## config.mk

```make
export PLATFORM = sky130hd
export DESIGN_NAME = bcd_clock_chain
export DESIGN_NICKNAME = d
export VERILOG_FILES = /design/src/rtl/bcd_clock_chain.sv
export SDC_FILE = /design/constraint.sdc
export NUM_CORES = 1
export LEC_CHECK = 0
export BUFFER_PORTS_ARGS = -buffer_cell sky130_fd_sc_hd__buf_4
export CELL_PAD_IN_SITES_DETAIL_PLACEMENT = 0
export CELL_PAD_IN_SITES_GLOBAL_PLACEMENT = 1
export CORE_ASPECT_RATIO = 0.9
export CORE_MARGIN = 3
export CORE_UTILIZATION = 38
export CTS_CLUSTER_SIZE = 24
export DETAILED_ROUTE_END_ITERATION = 12
export GPL_TIMING_DRIVEN = 0
export HOLD_SLACK_MARGIN = 0.12
export PLACE_DENSITY = 0.87
export SYNTH_ARGS = -nofsm -noshare
export SYNTH_HDL_FRONTEND = slang
export SYNTH_SLANG_ARGS = --single-unit
```

## constraint.sdc

```tcl
create_clock -name clk -period 2.5 [get_ports clk]
set_input_delay 0.5 -clock clk [delete_from_list [all_inputs] [get_ports clk]]
set_output_delay 0.5 -clock clk [all_outputs]
set_load 0.02 [all_outputs]
```

## src/rtl/bcd_clock_chain.sv

```systemverilog
module bcd_clock_chain (
  input  logic       clk,
  input  logic       rst,
  input  logic       tick,
  input  logic       mode24,
  input  logic       set_hours,
  output logic [3:0] sec_ones,
  output logic [3:0] sec_tens,
  output logic [3:0] min_ones,
  output logic [3:0] min_tens,
  output logic [3:0] hr_ones,
  output logic [3:0] hr_tens
);

  logic s1_cy, s_cy, m1_cy, m_cy, h_en, h_wrap;
  logic [7:0] sec_v, min_v, hr_v;

  assign sec_v = {sec_tens, sec_ones};
  assign min_v = {min_tens, min_ones};
  assign hr_v  = {hr_tens, hr_ones};

  assign s1_cy = tick  && (sec_ones == 4'd9);
  assign s_cy  = s1_cy && (sec_tens == 4'd5);
  assign m1_cy = s_cy  && (min_ones == 4'd9);
  assign m_cy  = m1_cy && (min_tens == 4'd5);
  assign h_en  = set_hours ? tick : m_cy;
  assign h_wrap = mode24 ? (hr_v >= 8'h23) : (hr_v >= 8'h11);

  always_ff @(posedge clk) begin
    if (rst) begin
      sec_ones <= '0;
      sec_tens <= '0;
    end else begin
      if (tick)  sec_ones <= s1_cy ? 4'd0 : sec_ones + 4'd1;
      if (s1_cy) sec_tens <= s_cy  ? 4'd0 : sec_tens + 4'd1;
    end
  end

  always_ff @(posedge clk) begin
    if (rst) begin
      min_ones <= '0;
      min_tens <= '0;
    end else begin
      if (s_cy)  min_ones <= m1_cy ? 4'd0 : min_ones + 4'd1;
      if (m1_cy) min_tens <= m_cy  ? 4'd0 : min_tens + 4'd1;
    end
  end

  always_ff @(posedge clk) begin
    if (rst) begin
      hr_ones <= '0;
      hr_tens <= '0;
    end else if (h_en) begin
      if (h_wrap) begin
        hr_ones <= '0;
        hr_tens <= '0;
      end else if (hr_ones == 4'd9) begin
        hr_ones <= '0;
        hr_tens <= hr_tens + 4'd1;
      end else begin
        hr_ones <= hr_ones + 4'd1;
      end
    end
  end

  a_r2_hold_without_tick: assert property (@(posedge clk) disable iff (rst)
    !tick |=> $stable(sec_v));

  a_r3_seconds_wrap: assert property (@(posedge clk) disable iff (rst)
    (tick && sec_v == 8'h59) |=> (sec_v == 8'h00) && !$stable(min_v));

  a_r4_hour_carry: assert property (@(posedge clk) disable iff (rst)
    (!set_hours && tick && sec_v == 8'h59 && min_v == 8'h59)
      |=> (min_v == 8'h00) && !$stable(hr_v));

  a_r5_digit_range: assert property (@(posedge clk) disable iff (rst)
    sec_ones <= 4'd9 && min_ones <= 4'd9 && hr_ones <= 4'd9 &&
    sec_tens <= 4'd5 && min_tens <= 4'd5);

  a_r6_range_24: assert property (@(posedge clk) disable iff (rst)
    (h_en && mode24) |=> hr_v <= 8'h23);

  a_r7_range_12: assert property (@(posedge clk) disable iff (rst)
    (h_en && !mode24) |=> hr_v <= 8'h11);

  a_r8_set_advances: assert property (@(posedge clk) disable iff (rst)
    (set_hours && tick) |=> !$stable(hr_v));

endmodule

```

==> flow_metrics.tcl, run 1 <==
set metrics [dict create \
    synth_top_area_share_pct 35.99 \
    endpoint_kind "flip-flop" \
    worstMarginPinSlew_ps 590.2 \
    n_antenna_cell 0 \
    antenna_found_initial 0 \
    rows 19 \
    critPathMaxFanout 6 \
    setup_viol 0 \
    ys_seq_area_share_pct 35.99 \
    grt_pass1_vias 1103 \
    max_stage_delay_ps 560 \
    start_util_pct 41.60 \
    arrival_ps 2370 \
    fin_tns_setup_ps 0 \
    cts_max_level 1 \
    multiInputGateArea_sq_um 800.8 \
    syn_area_sq_um 1335 \
    place.gp.congestion 0.7849 \
    layout_setup_ws_ps 305.9 \
    fin_skew_ps 5.799 \
    yosysTopAreaCell "dfxtp_1" \
    clk_latency_ps 270 \
    grt_use_total_pct 14.63 \
    critPathKind "reg2reg" \
    die-height_microns 62.23 \
    vias 1219 \
    peakVddDrop_mv 0.4582 \
    path_cells "ha_1 > nand4b_4 > or4_4 > a221o_1 > o41ai_2" \
    drc 0 \
    die_w_microns 68.48 \
    post-route-util_pct 51.77 \
    max_freq_mhz 455.8 \
    clock-sinks 24 \
    period_minus_slack_ps 2194 \
    synth_area_leaders "dfxtp_1 (36%), ha_1 (10%), nand2_1 (5.1%)" \
    postRouteAntennaNets 0 \
    grt_max_degree 15 \
    drt_iter0_markers 53 \
    die-area_sq_um 4262 \
    critPathTopFamily "compound AO/OA/AOI/OAI gates" \
    p_per_area_nw_per_um2 471.1 \
    yosysUniqueCellTypes 44 \
    place_ws_ps 321.2 \
    drtPass1Iterations 4 \
    seq_area_sq_um 480.5 \
    fin_crit_sh_pct 87.76 \
    clk_path_buf_depth 2 \
    async_flop_share_pct 0 \
    maxCapViolCount 0 \
    grt-ovfl-total 0 \
    cts_resized 0 \
    core_sq_um 3209 \
    rsz0062_at_grt "false" \
    outcome "finished, final reports clean" \
    viasPerCell 5.346 \
    synth_seq_cells 24 \
    yosysWarnings 0 \
    grt_pass1_wl_microns 4933 \
    slowest_stage "or4_4" \
    placed_area_sq_um 1590 \
    final_area_sq_um 1662 \
    p_leak_nw 0.7067 \
    area_delta_synth_final_pct 24.46 \
    nets 203 \
    syn_nets 171 \
    cp_num_buf_inv 0 \
    fillers 318 \
    cts_hold_buf 0 \
    critPathRequiredTime_ps 2670 \
    wl_per_cell_microns 12.43 \
    slew_headroom_pct 60.12 \
    drt-total-wl_microns 2835 \
    layout-drive-gt1-share_pct 20.43 \
    dp_hpwl_microns 2124 \
    clock-root-buffer "clkbuf_8" \
    synth_cells 155 \
    synthFlopType "dfxtp_1" \
    startpoint_type "flip-flop" \
    synth_edf_count 0 \
    postCtsSetupBuffers 0 \
    portBuffers 27 \
    finalMaxSlewViolations 0 \
    hold_viol 0 \
    cts_inserted_buffers 3 \
    ioPinCount 29 \
    path_clk_slew_ps 80 \
    hp-class "reg2reg" \
    avgSynthCellArea_sq_um 8.613 \
    cts_tree "yes" \
]
report_power, final:
part	internal [mW]	switching, mW	total (mW)	leakage, nW
combinational	0.0239	0.0310	0.0549	0.477
clock	0.214	0.122	0.336	0.0357
sequential	0.386	0.00556	0.392	0.194
total	0.624	0.159	0.783	0.707
layout make-up:
type,count,area share [%]
flip-flops and latches,24,28.92
clock buffers,3,2.485
multi-input cells,119,48.19
inverters,7,1.581
well taps,42,3.163
clock inverters,1,1.807
plain buffers,5,1.657
repair buffers,27,12.20
synthesized netlist by cell type (2+ instances only):
cell type  instances
a211oi_1           5
a21o_1             2
a21oi_1           11
and2_1             2
clkbuf_1           2
dfxtp_1           24
ha_1              11
inv_1              7
mux2i_1            2
nand2_1           18
nand3_1            3
nand3b_1           2
nand4_1            3
nor2_1            16
nor3_1             7
o21ai_0            8
o31ai_1            2
or3_1              3
xor2_1             2
state kept, by name, summed over array words and instances, names as in the netlist:
| signal | cells |
|---|---|
| sec_tens | 4 |
| min_tens | 4 |
| hr_tens | 4 |
| hr_ones | 4 |
| sec_ones | 4 |
| min_ones | 4 |
cell usage in the layout, fill, tap and decap left out, drive strengths merged, types with 2 or more instances in the layout:
cell type / count
a21oi: 11
o41ai: 2
dfxtp: 24
or4: 2
nand3b: 2
mux2i: 2
nand2: 18
a211oi: 5
buf: 30
nand4b: 2
nor3: 7
o21ai: 8
inv: 7
ha: 11
nand3: 3
clkbuf: 5
o31ai: 2
xor2: 2
nand4: 3
nor2: 16
a21o: 2
or3: 3
and2: 2
layer usage:
| metal | up-vias | track usage, % | routed length (microns) |
|---|---|---|---|
| met5 | - | 0 | 0 |
| met4 | 0 | 3.722 | 32 |
| met3 | 4 | 4.505 | 127 |
| met2 | 22 | 22.29 | 1247 |
| met1 | 573 | 19.76 | 1427 |
| li1 | 620 | - | - |
path summary, 6_finish.rpt:
kind | from | to | slack, ps | cells after the start
worst min register to register | hr_tens[2] | hr_tens[2] | 510 | 2
worst max-delay path | sec_ones[0] | hr_ones[1] | 310 | 5
worst min-delay path | hr_tens[2] | hr_tens[2] | 510 | 2
worst max register to register | sec_ones[0] | hr_ones[1] | 310 | 5
worst reg2reg max path, stage by stage (launching register included):
cell and delay [ps]:
dfxtp_1 430, ha_1 250, nand4b_4 120, or4_4 560, a221o_1 460, o41ai_2 290
cell families (layout without fill, tap and decap cells):
logic type | Yosys count | after routing | share of synthesized area [%]
compound gates | 34 | 34 | 16.78
xor+xnor | 3 | 3 | 1.968
fa+ha+maj | 11 | 11 | 10.31
buf+inv | 12 | 43 | 4.030
flops | 24 | 24 | 35.99
mux | 3 | 3 | 2.343
simple gates | 68 | 68 | 28.59
stage by stage:
| step | total power, mW | cells | hold WS, ps |
|---|---|---|---|
| final | 0.7828 | 228 | 506.3 |
| after global routing | 0.8221 | 228 | 537.8 |
| after CTS | 0.7999 | 228 | 507.2 |
| after floorplan | 0.4371 | 155 | 559.6 |
| after global placement | 0.4547 | 224 | 491.7 |
| after detailed placement | 0.4561 | 224 | 495.3 |
(Power assumes the default switching activity.)
==> run 2, diff against run 1 <==
Settings changed: MAX_ROUTING_LAYER set to met4.
==> run 2 against run 1 <==
Critical path depth is the same. Design area is the same. Die area is the same. Worst hold slack is essentially flat. Clock power is essentially flat. Critical endpoint unchanged. Non-clock buffer count is the same. Clock-buffer cell count is the same. Final cell count is the same. First-iteration DRC count grew 5.7%. Core utilization is the same. Routed wire length grew 0.25%.
==> flow_metrics.tcl, run 2 (synthesis results as in run 1) <==
set metrics [dict create \
    grt_max_degree 15 \
    clock-root-buffer "clkbuf_8" \
    viasPerCell 5.346 \
    dp_cells 224 \
    critPathKind "reg2reg" \
    maxCapViolCount 0 \
    max_freq_mhz 455.8 \
    place.gp.congestion 0.7958 \
    die_w_microns 68.48 \
    startpoint_type "flip-flop" \
    dp_hpwl_microns 2124 \
    slew_headroom_pct 60.12 \
    cts_max_level 1 \
    grt_pass1_wl_microns 4926 \
    finalMaxSlewViolations 0 \
    post-route-util_pct 51.77 \
    cts_hold_buf 0 \
    gr-usage-met2_pct 22.29 \
    antenna_found_initial 0 \
    clk_latency_ps 270 \
    area_delta_synth_final_pct 24.46 \
    layout_common_cells "buf_4 (27), dfxtp_1 (24), nand2_1 (18)" \
    critPathMaxFanout 6 \
    drc 0 \
    hp-class "reg2reg" \
    clock-sinks 24 \
    grt_use_total_pct 15.02 \
    n_antenna_cell 0 \
    nets 203 \
    grt.busiest_layer "met2" \
    worst-r2r-cell-count 5 \
    postCtsSetupBuffers 0 \
    vias 1219 \
    rsz0062_at_grt "false" \
    fin_crit_sh_pct 87.76 \
    outcome "finished, final reports clean" \
    worstHoldPathCells 2 \
    layout_setup_ws_ps 306.0 \
    die-height_microns 62.23 \
    final_area_sq_um 1662 \
    rows 19 \
    place_ws_ps 321.2 \
    r2r_setup_slack_ps 310 \
    start_util_pct 41.60 \
    arrival_ps 2370 \
    fin_skew_ps 5.755 \
    wl_per_cell_microns 12.46 \
    critPathRequiredTime_ps 2670 \
    cts_tree "yes" \
    cts_inserted_buffers 3 \
    placed_area_sq_um 1590 \
    drtPass1Iterations 4 \
    grt_pass1_vias 1103 \
    grt.met1_usage_pct 19.76 \
    ioPinCount 29 \
    postRouteAntennaNets 0 \
    drt-total-wl_microns 2842 \
    p_per_area_nw_per_um2 471.0 \
    die-area_sq_um 4262 \
    cts_resized 0 \
    setup_viol 0 \
    period_minus_slack_ps 2194 \
    final_common_cell "buf_4" \
    peakVddDrop_mv 0.4581 \
    path_clk_slew_ps 80 \
    clk_path_buf_depth 2 \
    portBuffers 27 \
    met3_usage_pct 4.505 \
    fin_cells 228 \
    drt_iter0_markers 56 \
    fin_tns_setup_ps 0 \
    worstMarginPinSlew_ps 590.2 \
    endpoint_kind "flip-flop" \
    core_sq_um 3209 \
    grt-ovfl-total 0 \
    layout-drive-gt1-share_pct 20.43 \
    p_leak_nw 0.7067 \
    hold_viol 0 \
]
## run 2: final cells by class
| class | count | area, sq um |
|---|---|---|
| buffer | 5 | 27.53 |
| clock buffer | 3 | 41.29 |
| clock inverter | 1 | 30.03 |
| fill | 318 | 1548 |
| inverter | 7 | 26.28 |
| multi-input combinational | 119 | 800.8 |
| sequential | 24 | 480.5 |
| tap | 42 | 52.55 |
| timing repair buffer | 27 | 202.7 |
## run 2: per-stage QoR
stage	power (mW)	hold WS (ps)
4_1_cts	0.7999	507.2
2_1_floorplan	0.4371	559.6
3_3_place_gp	0.4547	491.7
6_report	0.7825	506.3
3_5_place_dp	0.4561	495.3
5_1_grt	0.8221	537.8
## run 2: layer usage
layer	up-vias	share of wire (%)	wire length (microns)
met2	22	44	1250
met4	0	1.2	34
met3	4	4.6	131
met5	-	0	0
met1	573	50	1427
li1	620	-	-
## run 2: path summary, 6_finish.rpt
| path | endpoint | start |
|---|---|---|
| worst max-delay path | hr_ones[1] | sec_ones[0] |
| worst min-delay path | hr_tens[2] | hr_tens[2] |
| worst max register to register | hr_ones[1] | sec_ones[0] |
| worst min register to register | hr_tens[2] | hr_tens[2] |
## run 2: worst max-delay path, stage by stage, from the launching register on
cell and delay (ps):
dfxtp_1 430, ha_1 250, nand4b_4 120, or4_4 560, a221o_1 460, o41ai_2 290
## run 2: power breakdown
group | switching (mW) | internal [mW] | total (mW)
clock network | 0.122 | 0.214 | 0.336
registers | 0.00556 | 0.386 | 0.392
logic | 0.0310 | 0.0239 | 0.0548
total | 0.158 | 0.624 | 0.783
